$ cat config.mk
export PLATFORM = sky130hd
export DESIGN_NAME = hostaddr_decoder
export DESIGN_NICKNAME = d
export VERILOG_FILES = /design/src/rtl/hdec_pkg.sv /design/src/rtl/hdec_cfg_regs.sv /design/src/rtl/hdec_classify.sv /design/src/rtl/hdec_out_stage.sv /design/src/rtl/hostaddr_decoder.sv
export SDC_FILE = /design/constraint.sdc
export NUM_CORES = 1
export LEC_CHECK = 0
export ABC_AREA = 1
export BUFFER_PORTS_ARGS = -buffer_cell sky130_fd_sc_hd__clkbuf_2
export CAP_MARGIN = 20
export CELL_PAD_IN_SITES_DETAIL_PLACEMENT = 0
export CELL_PAD_IN_SITES_GLOBAL_PLACEMENT = 1
export CORE_UTILIZATION = 44
export DETAILED_ROUTE_END_ITERATION = 10
export PLACE_DENSITY_LB_ADDON = 0.1
export SLEW_MARGIN = 30
export SYNTH_ARGS = -nofsm -noshare
export SYNTH_HDL_FRONTEND = slang
export SYNTH_HIERARCHICAL = 1
export SYNTH_SLANG_ARGS = --single-unit
$ cat constraint.sdc
create_clock -name clk -period 4.4 [get_ports clk]
set_input_delay 0 -clock clk [delete_from_list [all_inputs] [get_ports clk]]
set_output_delay 0 -clock clk [all_outputs]
set_load 0.005 [all_outputs]
$ cat src/rtl/hdec_pkg.sv
package hdec_pkg;

    localparam int ADDR_W = 32;

    typedef enum logic [1:0] {
        DST_DRAM = 2'd0,
        DST_LINK = 2'd1,
        DST_GFX  = 2'd2,
        DST_NONE = 2'd3
    } dest_e;

    localparam logic [1:0] ORG_CPU = 2'd0;

    localparam logic [2:0] SEL_MMIO  = 3'd0;
    localparam logic [2:0] SEL_APER  = 3'd1;
    localparam logic [2:0] SEL_GTT   = 3'd2;
    localparam logic [2:0] SEL_TOLUD = 3'd3;
    localparam logic [2:0] SEL_HSEG  = 3'd4;

    // Fixed architectural regions
    localparam logic [10:0] BOOT_TAG  = 11'h7FF;   // FFE0_0000 .. FFFF_FFFF
    localparam logic [11:0] APIC_TAG  = 12'hFEC;   // FEC0_0000 .. FECF_FFFF
    localparam logic [14:0] HSEG_TAG  = 15'h7F6D;  // FEDA_0000 .. FEDB_FFFF
    localparam logic [14:0] SMRAM_TAG = 15'h0005;  // 000A_0000 .. 000B_FFFF

    typedef struct packed {
        logic [ADDR_W-1:0] mmio_base;
        logic [ADDR_W-1:0] aper_base;
        logic [ADDR_W-1:0] gtt_base;
        logic [ADDR_W-1:0] tolud;
        logic              mmio_on;
        logic              aper_on;
        logic              gtt_on;
        logic              hseg_on;
    } cfg_t;

    typedef struct packed {
        dest_e             dest;
        logic [ADDR_W-1:0] addr;
        logic              abort;
    } result_t;

endpackage

$ cat src/rtl/hdec_cfg_regs.sv
module hdec_cfg_regs
    import hdec_pkg::*;
#(
    parameter int MMIO_BITS  = 19,
    parameter int APER_BITS  = 28,
    parameter int GTT_BITS   = 20,
    parameter int TOLUD_BITS = 20
) (
    input  logic              clk,
    input  logic              rst_n,
    input  logic              we_i,
    input  logic [2:0]        sel_i,
    input  logic [ADDR_W-1:0] wdata_i,
    output cfg_t              cfg_o
);

    localparam logic [ADDR_W-1:0] ONE        = ADDR_W'(1);
    localparam logic [ADDR_W-1:0] MMIO_MASK  = ~((ONE << MMIO_BITS)  - ONE);
    localparam logic [ADDR_W-1:0] APER_MASK  = ~((ONE << APER_BITS)  - ONE);
    localparam logic [ADDR_W-1:0] GTT_MASK   = ~((ONE << GTT_BITS)   - ONE);
    localparam logic [ADDR_W-1:0] TOLUD_MASK = ~((ONE << TOLUD_BITS) - ONE);

    cfg_t cfg_d, cfg_q;

    always_comb begin
        cfg_d = cfg_q;
        if (we_i) begin
            case (sel_i)
                SEL_MMIO: begin
                    cfg_d.mmio_base = wdata_i & MMIO_MASK;
                    cfg_d.mmio_on   = 1'b1;
                end
                SEL_APER: begin
                    cfg_d.aper_base = wdata_i & APER_MASK;
                    cfg_d.aper_on   = 1'b1;
                end
                SEL_GTT: begin
                    cfg_d.gtt_base = wdata_i & GTT_MASK;
                    cfg_d.gtt_on   = 1'b1;
                end
                SEL_TOLUD: cfg_d.tolud   = wdata_i & TOLUD_MASK;
                SEL_HSEG:  cfg_d.hseg_on = wdata_i[0];
                default: ;
            endcase
        end
    end

    always_ff @(posedge clk or negedge rst_n) begin
        if (!rst_n) cfg_q <= '0;
        else        cfg_q <= cfg_d;
    end

    assign cfg_o = cfg_q;

    // the enable write lands in the following cycle
    assert_hseg_write_R10: assert property (@(posedge clk) disable iff (!rst_n)
        (we_i && sel_i == SEL_HSEG) |=> (cfg_q.hseg_on == $past(wdata_i[0])));

    // a written base never keeps bits below its window size
    assert_gtt_aligned_R8: assert property (@(posedge clk) disable iff (!rst_n)
        (we_i && sel_i == SEL_GTT) |=> ((cfg_q.gtt_base & ~GTT_MASK) == '0) && cfg_q.gtt_on);

endmodule

$ cat src/rtl/hdec_classify.sv
module hdec_classify
    import hdec_pkg::*;
#(
    parameter int MMIO_BITS = 19,
    parameter int APER_BITS = 28,
    parameter int GTT_BITS  = 20
) (
    input  logic [ADDR_W-1:0] addr_i,
    input  logic              write_i,
    input  logic              wb_i,
    input  logic              smm_i,
    input  logic [1:0]        origin_i,
    input  cfg_t              cfg_i,
    output result_t           res_o
);

    localparam int NWIN = 3;   // index order is priority: register, table, aperture
    localparam logic [ADDR_W-1:0] ONE = ADDR_W'(1);

    logic [ADDR_W-1:0] gbase [NWIN];
    logic [NWIN-1:0]   gon;
    logic [NWIN-1:0]   ghit;

    assign gbase[0] = cfg_i.mmio_base;
    assign gbase[1] = cfg_i.gtt_base;
    assign gbase[2] = cfg_i.aper_base;
    assign gon      = {cfg_i.aper_on, cfg_i.gtt_on, cfg_i.mmio_on};

    for (genvar i = 0; i < NWIN; i++) begin : g_win
        localparam int WB = (i == 0) ? MMIO_BITS : (i == 1) ? GTT_BITS : APER_BITS;
        localparam logic [ADDR_W-1:0] WMASK = ~((ONE << WB) - ONE);
        assign ghit[i] = gon[i] && ((addr_i & WMASK) == gbase[i]);
    end

    logic boot_hit, apic_hit, hseg_hit, dram_hit, from_cpu, wb_write;

    assign boot_hit = (addr_i[31:21] == BOOT_TAG);
    assign apic_hit = (addr_i[31:20] == APIC_TAG);
    assign hseg_hit = cfg_i.hseg_on && (addr_i[31:17] == HSEG_TAG);
    assign dram_hit = (addr_i < cfg_i.tolud);
    assign from_cpu = (origin_i == ORG_CPU);
    assign wb_write = write_i && wb_i;

    always_comb begin
        res_o.dest  = DST_LINK;
        res_o.addr  = addr_i;
        res_o.abort = 1'b0;
        if (boot_hit || apic_hit) begin
            res_o.dest = DST_LINK;
        end else if (hseg_hit) begin
            if (from_cpu && (smm_i || wb_write)) begin
                res_o.dest = DST_DRAM;
                res_o.addr = {SMRAM_TAG, addr_i[16:0]};
            end else begin
                res_o.dest  = DST_NONE;
                res_o.abort = 1'b1;
            end
        end else if (|ghit) begin
            res_o.dest = DST_GFX;
        end else if (dram_hit) begin
            res_o.dest = DST_DRAM;
        end
    end

endmodule

$ cat src/rtl/hdec_out_stage.sv
module hdec_out_stage
    import hdec_pkg::*;
(
    input  logic    clk,
    input  logic    rst_n,
    input  logic    in_valid_i,
    output logic    in_ready_o,
    input  result_t in_res_i,
    output logic    out_valid_o,
    input  logic    out_ready_i,
    output result_t out_res_o
);

    typedef struct packed {
        logic    vld;
        result_t res;
    } st_t;

    st_t st_d, st_q;

    assign in_ready_o = !st_q.vld || out_ready_i;

    always_comb begin
        st_d = st_q;
        if (out_ready_i) st_d.vld = 1'b0;
        if (in_valid_i && in_ready_o) begin
            st_d.vld = 1'b1;
            st_d.res = in_res_i;
        end
    end

    always_ff @(posedge clk or negedge rst_n) begin
        if (!rst_n) st_q <= '0;
        else        st_q <= st_d;
    end

    assign out_valid_o = st_q.vld;
    assign out_res_o   = st_q.res;

    // an accepted request shows up one cycle later
    assert_accept_latency_R11: assert property (@(posedge clk) disable iff (!rst_n)
        (in_valid_i && in_ready_o) |=> out_valid_o);

    // a stalled result does not move
    assert_hold_stalled_R11: assert property (@(posedge clk) disable iff (!rst_n)
        (out_valid_o && !out_ready_i) |=> (out_valid_o && $stable(out_res_o)));

endmodule

$ cat src/rtl/hostaddr_decoder.sv
module hostaddr_decoder
    import hdec_pkg::*;
#(
    parameter int MMIO_BITS  = 19,
    parameter int APER_BITS  = 28,
    parameter int GTT_BITS   = 20,
    parameter int TOLUD_BITS = 20
) (
    input  logic        clk,
    input  logic        rst_n,
    input  logic        cfg_we,
    input  logic [2:0]  cfg_sel,
    input  logic [31:0] cfg_wdata,
    input  logic        req_valid,
    output logic        req_ready,
    input  logic [31:0] req_addr,
    input  logic        req_write,
    input  logic        req_wb,
    input  logic        req_smm,
    input  logic [1:0]  req_origin,
    output logic        out_valid,
    input  logic        out_ready,
    output logic [1:0]  out_dest,
    output logic [31:0] out_addr,
    output logic        out_abort
);

    cfg_t    cfg;
    result_t dec_res;
    result_t out_res;

    hdec_cfg_regs #(
        .MMIO_BITS(MMIO_BITS), .APER_BITS(APER_BITS),
        .GTT_BITS(GTT_BITS), .TOLUD_BITS(TOLUD_BITS)
    ) cfg_i (
        .clk(clk), .rst_n(rst_n), .we_i(cfg_we), .sel_i(cfg_sel),
        .wdata_i(cfg_wdata), .cfg_o(cfg)
    );

    hdec_classify #(
        .MMIO_BITS(MMIO_BITS), .APER_BITS(APER_BITS), .GTT_BITS(GTT_BITS)
    ) cls_i (
        .addr_i(req_addr), .write_i(req_write), .wb_i(req_wb), .smm_i(req_smm),
        .origin_i(req_origin), .cfg_i(cfg), .res_o(dec_res)
    );

    hdec_out_stage out_i (
        .clk(clk), .rst_n(rst_n),
        .in_valid_i(req_valid), .in_ready_o(req_ready), .in_res_i(dec_res),
        .out_valid_o(out_valid), .out_ready_i(out_ready), .out_res_o(out_res)
    );

    assign out_dest  = out_res.dest;
    assign out_addr  = out_res.addr;
    assign out_abort = out_res.abort;

    // interrupt-controller addresses only ever leave toward the link
    assert_apic_to_link_R3: assert property (@(posedge clk) disable iff (!rst_n)
        (out_valid && out_addr[31:20] == 12'hFEC) |-> (out_dest == 2'd1 && !out_abort));

    // boot region only ever leaves toward the link
    assert_boot_to_link_R2: assert property (@(posedge clk) disable iff (!rst_n)
        (out_valid && out_addr[31:21] == 11'h7FF) |-> (out_dest == 2'd1));

    // abort flag and terminated code agree
    assert_abort_code_R12: assert property (@(posedge clk) disable iff (!rst_n)
        out_valid |-> (out_abort == (out_dest == 2'd3)));

    // nothing is presented in the cycle after reset ends
    assert_reset_idle_R1: assert property (@(posedge clk) disable iff (!rst_n)
        $rose(rst_n) |-> !out_valid);

endmodule

# ---- Word-level counts from Yosys, hierarchy flattened
# Index checks and enable logic that the tools add are counted.
dict set report word_totals {
  wordCells 54
  register_bits 81
  output_inout_bits 37
}
dict set report op_classes {
  eq_ne 10
  n_lt_le_gt_ge 1
  n_mux 11
  reduce_logical 20
}
# cell count
set ops {}
lappend ops {{33-bit 2-to-1 mux} 2}
lappend ops {{36-bit 2-to-1 mux} 1}
lappend ops {{32-bit < comparator} 1}
lappend ops {{32-bit 2-to-1 mux} 1}
lappend ops {{15-bit equality test, second input constant} 1}
lappend ops {{13-bit equality test} 1}
lappend ops {{12-bit equality test} 1}
lappend ops {{12-bit equality test, second input constant} 1}
lappend ops {{11-bit equality test, second input constant} 1}
lappend ops {{2-bit AND reduction} 5}
lappend ops {{2-bit 2-to-1 mux} 4}
lappend ops {{1-bit logical AND} 7}
lappend ops {{3-bit by 2-bit equality test with 1-bit output, second input constant} 2}
lappend ops {{4-bit equality test} 1}
lappend ops {{3-bit by 1-bit equality test with 1-bit output, second input constant} 1}
lappend ops {{3-bit equality test, second input constant} 1}
lappend ops {{3-bit logical NOT} 1}
lappend ops {{1-bit logical OR} 3}
lappend ops {{1-bit 2-to-1 mux} 3}
lappend ops {{3-bit OR reduction} 1}
lappend ops {{2-bit logical NOT} 1}
lappend ops {{2-bit nonzero test} 1}
lappend ops {{1-bit logical NOT} 1}

# ---- Logic depth before layout (Yosys ltp)
# Gate-level depths: netlist of run 1.
dict set report logic_depth {
  depth_word 7
  depth_mapped 17
}

# ---- By module
# The synthesis of run 1 kept the hierarchy.
# mod area_each_um2 instances cells_each seq_area_each_um2
set by_module_without_submodules {}
lappend by_module_without_submodules {hdec_cfg_regs 2458.6 1 293 1126.1}
lappend by_module_without_submodules {hdec_classify 1805.5 1 353 0.0}
lappend by_module_without_submodules {hdec_out_stage 1597.8 1 156 900.9}

# ---- Least setup slack after synthesis of run 1
# OpenSTA, ideal clock, no wires.
dict set report synth_path {
  kind {register to register}
  startpoint {register cfg_i.cfg_q (netlist bit cfg_i/cfg_o[31])}
  endpoint {register out_i.st_q (netlist bit out_i/out_res_o[33])}
  required_time_ps 4284
  setup_time_ps 116
  n_path_buf 0
  arrival_ps 1302
  period_less_slack_ps 1419
  setup_slack_ps 2981
  path_stages_with_launch 13
  cell_sequence {dfrtp_1 -> inv_1 -> ha_1 -> a21oi_1 -> o21ai_0 -> nand2_1 -> o211ai_1 -> nor2_1 -> nand2_1 -> nand2_1 -> nand2_1 -> nand3_2 -> nand2_1}
}
# element line_no
set synth_rtl {}
lappend synth_rtl {{from (decl)} hdec_cfg_regs.sv:23} ;# cfg_t cfg_d, cfg_q;
lappend synth_rtl {{from (signal assigned)} hdec_cfg_regs.sv:50} ;# else cfg_q <= cfg_d;
lappend synth_rtl {{to (signal assigned)} hdec_out_stage.sv:34} ;# else st_q <= st_d;
lappend synth_rtl {{to (decl)} hdec_out_stage.sv:19} ;# st_t st_d, st_q;

==> results_tabular.tex, run 1 <==
\begin{tabular}{lr}
\hline
Metric & Value \\
\hline
\multicolumn{2}{l}{\textbf{Worst setup path}} \\
Sort of element at the end of the critical path & flop \\
Slowest stage cell, crit path & sky130\_fd\_sc\_hd\_\_dfrtp\_1 \\
Required arrival time at the worst endpoint & 4.69 ns \\
Critical-path cell list & inv\_1 -> ha\_1 -> nand2\_1 -> nor2\_1 -> nand4\_1 -> nor2\_1 -> nand2\_1 -> nand2\_1 -> nand2\_1 -> nand2\_1 -> nand3\_2 -> nand2\_1 \\
Family of cells with the greatest summed delay on the critical path & simple AND/OR/NAND/NOR gates \\
Most prevalent standard cell on the critical path & sky130\_fd\_sc\_hd\_\_nand2\_1 \\
Arrival time at the worst endpoint & 2.08 ns \\
Maximum net fanout on the critical path & 2 \\
Critical path class & reg2reg \\
Startpoint types & flop \\
Critical Path Max Stage Delay & 0.35 ns \\
Worst path buffer plus inverter count & 1 \\
\multicolumn{2}{l}{\textbf{Placement}} \\
Total half-perimeter wirelength after legalization and detailed placement & 9.75 mm \\
Port bufs & 95 \\
Setup slack after placement & 2.63 ns \\
Placer congestion estimate & 0.824 \\
\multicolumn{2}{l}{\textbf{CTS}} \\
Resized Gates After CTS & 0 \\
Clock buffer depth & 2 \\
Number of H-tree branching levels & 3 \\
Clock buffer count from CTS & 9 \\
Clock Tree Root & sky130\_fd\_sc\_hd\_\_clkbuf\_16 \\
Clk\_lat worst skew & 0.34 ns \\
CTS sink cnt & 81 \\
Clock-pin slew of the registers on the worst-case setup and hold paths & 0.06 ns \\
CTS tree & built \\
\multicolumn{2}{l}{\textbf{Route}} \\
Number of design-rule violations left by the first detailed-router iteration & 215 \\
Antenna-violating nets left & 0 \\
Drt total wl & 13.2 mm \\
DR vias/cell & 4.43 \\
First-pass DRT Iterations & 4 \\
Routed len/inst & 12.2 um \\
Vias & 4777 \\
Remaining DRCs & 0 \\
\multicolumn{2}{l}{\textbf{Yosys}} \\
Register bit count reported by yosys & 81 \\
Netlist area before placement & 5860 um2 \\
Number of warning messages in the yosys log & 6 \\
Register area share after synthesis & 0.346 \\
Per-instance average area after synthesis & 7.31 um2 \\
Number of distinct standard cells referenced by the synthesized netlist & 32 \\
Cells after Synth & 802 \\
\multicolumn{2}{l}{\textbf{Job}} \\
Number of max-capacitance violations reported & 0 \\
\multicolumn{2}{l}{\textbf{Min path}} \\
Path category of the worst min-delay check & in2reg \\
\multicolumn{2}{l}{\textbf{Finish}} \\
Number of fill cells in the layout & 1326 \\
Area of all sequential standard cells & 2030 um2 \\
Layout cell share with drive strength beyond 1 & 0.155 \\
Area growth from synthesis to final layout & 11.7\% \\
Diodes inserted & 0 \\
Commonest non-fill, non-tap cell in the layout & sky130\_fd\_sc\_hd\_\_nand2\_1 \\
Number of nets in the layout & 1010 \\
Combined area of the multi-input logic cells & 2870 um2 \\
Highest-count cells in the layout ignoring fill and taps & 260 x sky130\_fd\_sc\_hd\_\_nand2\_1, 93 x sky130\_fd\_sc\_hd\_\_clkbuf\_2, 87 x sky130\_fd\_sc\_hd\_\_conb\_1 \\
\multicolumn{2}{l}{\textbf{Run status}} \\
Run status & finished, final reports clean \\
\multicolumn{2}{l}{\textbf{STA}} \\
Finish-stage setup viols & 0 \\
Tightest Pin Transition & 0.911 ns \\
Final critical-path share of the clock period & 0.407 \\
Max transition margin & 0.393 \\
Highest Clock Rate & 558 MHz \\
Worst setup margin & 2.61 ns \\
Unrepaired setup endpoints after global routing & no \\
Setup total negative slack & 0 ns \\
Final Skew & 0.00531 ns \\
Count of pins over their slew limit & 0 \\
Hold Fails Final Rpt & 0 \\
Final min period & 1.79 ns \\
\multicolumn{2}{l}{\textbf{Global routing}} \\
All-Layer GR Usage & 0.205 \\
Met3 track utilization from global routing & 0.0379 \\
Met2 capacity usage during global routing & 0.334 \\
Met1 Resource Use GR & 0.279 \\
Total congestion overflow & 0 \\
First-pass GRT wire length & 22.2 mm \\
GR peak layer & met2 \\
Largest net degree at the start of global routing & 82 \\
Via count of the first global-routing pass & 4536 \\
Number of antenna violations at the first check in global routing & 0 \\
\multicolumn{2}{l}{\textbf{Floorplanning}} \\
DIE HEIGHT & 117 um \\
Std-Cell Core Area & 12800 um2 \\
Total die area & 13800 um2 \\
Initial Util & 0.457 \\
\# IOs & 114 \\
Num rows & 41 \\
Horiz. Die Dim & 117 um \\
\multicolumn{2}{l}{\textbf{Power}} \\
Static Leakage & 0.00368 uW \\
Peak VDD IR & 0.000169 V \\
Power per standard cell area & 333 nW/um2 \\
\hline
\end{tabular}
## final timing paths
path                                              endpoint  slack, ns  cells after the start                         from
hold reg to reg                 cfg_i/cfg_o[3]$_DFFE_PN0P_       0.46                      2   cfg_i/cfg_o[3]$_DFFE_PN0P_
setup reg to reg           out_i/out_res_o[33]$_DFFE_PN0P_       2.61                     12  cfg_i/cfg_o[27]$_DFFE_PN0P_
min in group asynchronous  out_i/out_res_o[25]$_DFFE_PN0P_       0.27                      2                        rst_n
hold / removal                  cfg_i/cfg_o[0]$_DFFE_PN0P_       0.02                      6                       cfg_we
setup / recovery           out_i/out_res_o[33]$_DFFE_PN0P_       2.61                     12  cfg_i/cfg_o[27]$_DFFE_PN0P_
max in group asynchronous      cfg_i/cfg_o[66]$_DFFE_PN0P_       3.58                      2                        rst_n
## cell type report
type	count	share of cell area
Clock inverter	3	0.00612
Sequential cell	81	0.310
Timing Repair Buffer	132	0.130
Multi-Input combinational cell	599	0.438
Clock buffer	13	0.0382
Inverter	79	0.0453
Tap cell	172	0.0329
## tightest hold or removal path, cell delays in order
cell,delay [ns]
sky130_fd_sc_hd__clkbuf_2,0.10
sky130_fd_sc_hd__nand2_1,0.05
sky130_fd_sc_hd__inv_1,0.04
sky130_fd_sc_hd__nand2_1,0.05
sky130_fd_sc_hd__nand2_1,0.04
sky130_fd_sc_hd__nand2_1,0.04
## report_power, final
part | switching [uW] | internal [uW]
clock | 298 | 454
sequential | 70.6 | 862
combinational | 290 | 206
total | 659 | 1520
## cell families (layout without fill, tap and decap cells)
group / count (synthesis) / after routing / share of synthesized area
AND/OR/NAND/NOR: 433 / 433 / 0.320
buffers and inverters: 208 / 227 / 0.220
flip-flops: 81 / 81 / 0.346
AO/OA/AOI/OAI: 40 / 40 / 0.0361
adder cells (fa/ha/maj): 31 / 31 / 0.0662
XOR/XNOR: 8 / 8 / 0.0120
other: 1 / 87 / 0.000640
## per-layer routing
| layer | routed length (um) | up-vias | part of all wire |
|---|---|---|---|
| met5 | 0 | - | 0 |
| met4 | 135 | 0 | 0.010 |
| met3 | 684 | 10 | 0.052 |
| met2 | 6040 | 101 | 0.46 |
| met1 | 6300 | 2161 | 0.48 |
| li1 | - | 2505 | - |
## sequential cells by signal, indices dropped and copies added (netlist names)
signal and cells:
out_i/out_res_o 35, cfg_i/cfg_o 45, out_i/out_valid_o 1
## cells in the mapped netlist, drive strengths merged
cell	instances	area, um2
a21oi	19	95.1
clkbuf	5	18.8
or2	1	6.26
inv	79	297
nor2	83	327
xnor2	2	17.5
o21ai	17	88.8
xor2	6	52.6
buf	124	973
o22ai	2	12.5
conb	1	3.75
or3	2	12.5
o21a	1	7.51
ha	31	388
nand2	263	1000
o211ai	1	7.51
nand3	70	440
nand4	10	62.6
dfrtp	81	2030
nor3	4	20.0
## metrics by stage
stage | utilization | hold slack [ns] | instances | cell area, um2 | total power, uW
after detailed placement | 0.460 | 0.112 | 1027 | 5900 | 1420
after global routing | 0.511 | 0.0580 | 1079 | 6550 | 2330
after CTS | 0.511 | 0.0218 | 1079 | 6550 | 2210
after floorplan | - | -0.296 | 888 | 6180 | 1320
after global placement | 0.460 | 0.236 | 1027 | 5890 | 1400
final | 0.511 | 0.0240 | 1079 | 6550 | 2180
## what timing repair did
action,CTS,global route
endpoints found under the hold margin,143,0
buffers inserted,0,0
hold buffers,36,0
Note: power is estimated with default switching activity, not from simulation.
==> run 2: changes to the inputs <==
- ABC_AREA: 1 -> 0
- clock period: 4.4 -> 1.8 ns (I/O delays scaled with it)
==> run 2 against run 1 <==
The flow now finishes with violations (setup timing); via count decreased by 25%; sequential cell count unchanged; sequential share of layout area decreased by 0.76 points; sequential power increased to 2.5 times the previous value; non-clock buffer count increased by 37; die area decreased by 6.8%; largest power group unchanged; combinational power increased to 2.9 times the previous value.
==> results_tabular.tex, run 2 <==
\begin{tabular}{lr}
\hline
Metric & Value \\
\hline
\multicolumn{2}{l}{\textbf{Yosys}} \\
Dominant register cell in the synthesized netlist & sky130\_fd\_sc\_hd\_\_dfrtp\_1 \\
Number of distinct standard cells referenced by the synthesized netlist & 44 (+38\%) \\
Number of warning messages in the yosys log & 6 (unchanged) \\
Most frequent cells after synthesis & 104 x sky130\_fd\_sc\_hd\_\_buf\_4, 81 x sky130\_fd\_sc\_hd\_\_dfrtp\_1, 47 x sky130\_fd\_sc\_hd\_\_mux2\_2, 34 x sky130\_fd\_sc\_hd\_\_inv\_1, 31 x sky130\_fd\_sc\_hd\_\_ha\_1 \\
Cells after Synth & 485 (-40\%) \\
Netlist area before placement & 5460 um2 (-6.9\%) \\
Top-count cell post-synth & sky130\_fd\_sc\_hd\_\_buf\_4 \\
Fraction of synthesis flops using an asynchronous set or reset pin & 1.00 (unchanged) \\
Largest cells by area after synthesis & sky130\_fd\_sc\_hd\_\_dfrtp\_1 37\%, sky130\_fd\_sc\_hd\_\_buf\_4 14\%, sky130\_fd\_sc\_hd\_\_mux2\_2 9.7\%, sky130\_fd\_sc\_hd\_\_mux2\_4 8.3\%, sky130\_fd\_sc\_hd\_\_ha\_1 7.1\% \\
Cell type with the highest aggregate area in the netlist & sky130\_fd\_sc\_hd\_\_dfrtp\_1 \\
Per-instance average area after synthesis & 11.3 um2 (+54\%) \\
Yosys top cell area share & 0.371 (+0.0255) \\
Number of synthesized flops with an enable pin & 0 (unchanged) \\
Register bit count reported by yosys & 81 (unchanged) \\
Register area share after synthesis & 0.371 (+0.0255) \\
\multicolumn{2}{l}{\textbf{Worst setup path}} \\
Arrival time at the worst endpoint & 2.36 ns (+0.28 ns) \\
Maximum net fanout on the critical path & 2 (unchanged) \\
Sort of element at the end of the critical path & flop \\
Required arrival time at the worst endpoint & 2.03 ns (-2.66 ns) \\
Register-to-register setup slack & -0.33 ns (-2.94 ns) \\
Startpoint types & flop \\
Critical path class & reg2reg \\
\multicolumn{2}{l}{\textbf{Global routing}} \\
Number of antenna violations at the first check in global routing & 0 (unchanged) \\
Via count of the first global-routing pass & 3502 (-23\%) \\
First-pass GRT wire length & 17.8 mm (-20\%) \\
Total congestion overflow & 0 (unchanged) \\
Largest net degree at the start of global routing & 39 (-52\%) \\
All-Layer GR Usage & 0.185 (-0.0204) \\
\multicolumn{2}{l}{\textbf{Finish}} \\
Highest-count cells in the layout ignoring fill and taps & 94 x sky130\_fd\_sc\_hd\_\_clkbuf\_2, 87 x sky130\_fd\_sc\_hd\_\_conb\_1, 81 x sky130\_fd\_sc\_hd\_\_dfrtp\_1 \\
Non-filler cells, final & 808 (-25\%) \\
Layout cell share with drive strength beyond 1 & 0.395 (+0.240) \\
Diodes inserted & 0 (unchanged) \\
Number of fill cells in the layout & 1071 (-19\%) \\
Number of nets in the layout & 743 (-26\%) \\
Commonest non-fill, non-tap cell in the layout & sky130\_fd\_sc\_hd\_\_clkbuf\_2 \\
Number of flip-flops under the largest register name & 45 (unchanged) \\
Final Cell Area & 6710 um2 (+2.5\%) \\
Area growth from synthesis to final layout & 22.9\% \\
\multicolumn{2}{l}{\textbf{Power}} \\
Combinational power share & 0.237 (+0.010) \\
Peak VDD IR & 0.000417 V (+150\%) \\
Static Leakage & 0.00330 uW (-10\%) \\
Power per standard cell area & 906 nW/um2 (+170\%) \\
Internal power summed over all cells & 4570 uW (+200\%) \\
Proportion of total power due to net switching & 0.249 (-0.0534) \\
Share of power burned in registers & 0.386 (-0.042) \\
Power, Total & 6080 uW (+180\%) \\
Switching pwr & 1510 uW (+130\%) \\
Clock network fraction of design power & 0.377 (+0.032) \\
\multicolumn{2}{l}{\textbf{CTS}} \\
Clock-pin slew of the registers on the worst-case setup and hold paths & 0.06 ns (about the same) \\
Clock Tree Root & sky130\_fd\_sc\_hd\_\_clkbuf\_16 \\
Clock buffer count from CTS & 9 (unchanged) \\
Clk\_lat worst skew & 0.34 ns (about the same) \\
CTS tree & built \\
Number of H-tree branching levels & 3 (unchanged) \\
CTS sink cnt & 81 (unchanged) \\
Clock buffer depth & 2 (unchanged) \\
\multicolumn{2}{l}{\textbf{Run status}} \\
Failing checks & setup timing \\
Run status & finished with violations \\
\multicolumn{2}{l}{\textbf{STA}} \\
Final Hold Slack & 0.0100 ns (-0.0139 ns) \\
Final min period & 2.13 ns (+0.342 ns) \\
Unrepaired setup endpoints after global routing & yes \\
Final critical-path share of the clock period & 1.18 (+0.778) \\
Final Skew & 0.00528 ns (-0.0000262 ns) \\
Highest Clock Rate & 469 MHz (-16\%) \\
Count of pins over their slew limit & 0 (unchanged) \\
Finish-stage setup viols & 2 (+2) \\
Hold Fails Final Rpt & 0 (unchanged) \\
Setup total negative slack & -0.411 ns (-0.411 ns) \\
Worst setup margin & -0.333 ns (-2.94 ns) \\
\multicolumn{2}{l}{\textbf{Route}} \\
Drt total wl & 11.0 mm (-17\%) \\
Remaining DRCs & 0 (unchanged) \\
Antenna-violating nets left & 0 (unchanged) \\
Number of design-rule violations left by the first detailed-router iteration & 51 (-76\%) \\
Vias & 3572 (-25\%) \\
DR vias/cell & 4.42 (-0.15\%) \\
Routed len/inst & 13.6 um (+11\%) \\
First-pass DRT Iterations & 4 (unchanged) \\
\multicolumn{2}{l}{\textbf{Floorplanning}} \\
Horiz. Die Dim & 113 um (-3.4\%) \\
Num rows & 40 (-2.4\%) \\
DIE HEIGHT & 113 um (-3.4\%) \\
\# IOs & 114 (unchanged) \\
Total die area & 12900 um2 (-6.8\%) \\
Std-Cell Core Area & 12100 um2 (-6.0\%) \\
Initial Util & 0.453 (-0.00448) \\
\multicolumn{2}{l}{\textbf{Placement}} \\
Placer congestion estimate & 0.772 (-6.3\%) \\
Count of placed standard cells including taps & 759 (-26\%) \\
Total half-perimeter wirelength after legalization and detailed placement & 8.41 mm (-14\%) \\
Port bufs & 95 (unchanged) \\
Placement Cell Area & 5950 um2 (+0.91\%) \\
\multicolumn{2}{l}{\textbf{Job}} \\
Number of max-capacitance violations reported & 0 (unchanged) \\
\multicolumn{2}{l}{\textbf{Min path}} \\
Path category of the worst min-delay check & in2reg \\
\hline
\end{tabular}
==> run 2: cell types whose count changed after synthesis, sizes merged, moves of 6 or more <==
cell and delta:
o21ai -13, and2 +11, buf -14, inv -45, xor2 +6, nor2 -79
xnor2 +15, mux2 +77, nor4 +15, nand2 -254, a21o +6, nand3 -64
a21oi -9
==> run 2: area by class of cell <==
cell class              count  area, um2  share of cell area
multi-input cells         340       2820               0.419
well taps                 168        210              0.0313
inverters                  34        128              0.0190
clock inverters             5        125              0.0186
flip-flops and latches     81       2030               0.302
clock buffers              11        253              0.0377
repair buffers            169       1150               0.172
==> run 2: timing repair <==
item                                   in CTS  in global routing
endpoints found under the hold margin     134                  0
hold buffers                               33                  0
setup buffers                               0                  0
setup endpoints to repair                   2                  2
pin swaps                                   1                  1
gates resized for setup                     8                  1
==> run 2: final timing paths <==
check | startpoint | to | depth (start not counted)
worst max-delay path | cfg_i/cfg_o[29]$_DFFE_PN0P_ | out_i/out_res_o[33]$_DFFE_PN0P_ | 9
worst min-delay path | req_addr[3] | out_i/out_res_o[4]$_DFFE_PN0P_ | 3
worst max register to register | cfg_i/cfg_o[29]$_DFFE_PN0P_ | out_i/out_res_o[33]$_DFFE_PN0P_ | 9
worst min register to register | cfg_i/cfg_o[2]$_DFFE_PN0P_ | cfg_i/cfg_o[2]$_DFFE_PN0P_ | 1
max in group asynchronous | rst_n | out_i/out_res_o[7]$_DFFE_PN0P_ | 3
min in group asynchronous | rst_n | cfg_i/cfg_o[35]$_DFFE_PN0P_ | 2
==> run 2: cells by family (layout without fill, tap and decap cells) <==
logic type | after synthesis | in the layout | synth area share
multiplexers | 77 | 77 | 0.179
adder cells (fa/ha/maj) | 31 | 31 | 0.0711
XOR/XNOR | 29 | 29 | 0.0465
AND/OR/NAND/NOR | 90 | 90 | 0.119
other | 1 | 87 | 0.000687
buffers and inverters | 150 | 219 | 0.182
flip-flops | 81 | 81 | 0.371
AO/OA/AOI/OAI | 26 | 26 | 0.0307
==> run 2: layer usage <==
metal / vias to the layer above / GRT usage / routed length, um
met3: 15 / 0.0351 / 340
met2: 68 / 0.301 / 5290
met4: 0 / 0.0754 / 219
li1: 1796 / - / -
met1: 1693 / 0.242 / 5120
met5: - / 0 / 0
==> run 2: worst max-delay path, stage by stage (launching register included) <==
cell and delay [ns]:
sky130_fd_sc_hd__dfrtp_1 0.37, sky130_fd_sc_hd__inv_1 0.08, sky130_fd_sc_hd__ha_4 0.20, sky130_fd_sc_hd__a21o_1 0.17
sky130_fd_sc_hd__a221o_1 0.30, sky130_fd_sc_hd__a221oi_2 0.25, sky130_fd_sc_hd__o21ai_1 0.10, sky130_fd_sc_hd__a21oi_1 0.15
sky130_fd_sc_hd__o221ai_1 0.12, sky130_fd_sc_hd__mux2_4 0.27
==> run 2: stage by stage <==
stage,setup WS [ns],utilization
6_report,-0.333,0.556
5_1_grt,-0.433,0.556
4_1_cts,-0.315,0.556
3_5_place_dp,-0.353,0.493
3_3_place_gp,-0.298,0.493
2_1_floorplan,-0.206,-
==> run 2: power by group through the flow <==
| stage | Clock (uW) | Combinational (uW) | Sequential [uW] |
|---|---|---|---|
| after floorplan | 0 | 993 | 2350 |
| after global placement | 0 | 1330 | 2360 |
| after detailed placement | 0 | 1360 | 2380 |
| after CTS | 2360 | 1450 | 2350 |
| after global routing | 2450 | 1590 | 2390 |
| final | 2290 | 1440 | 2350 |
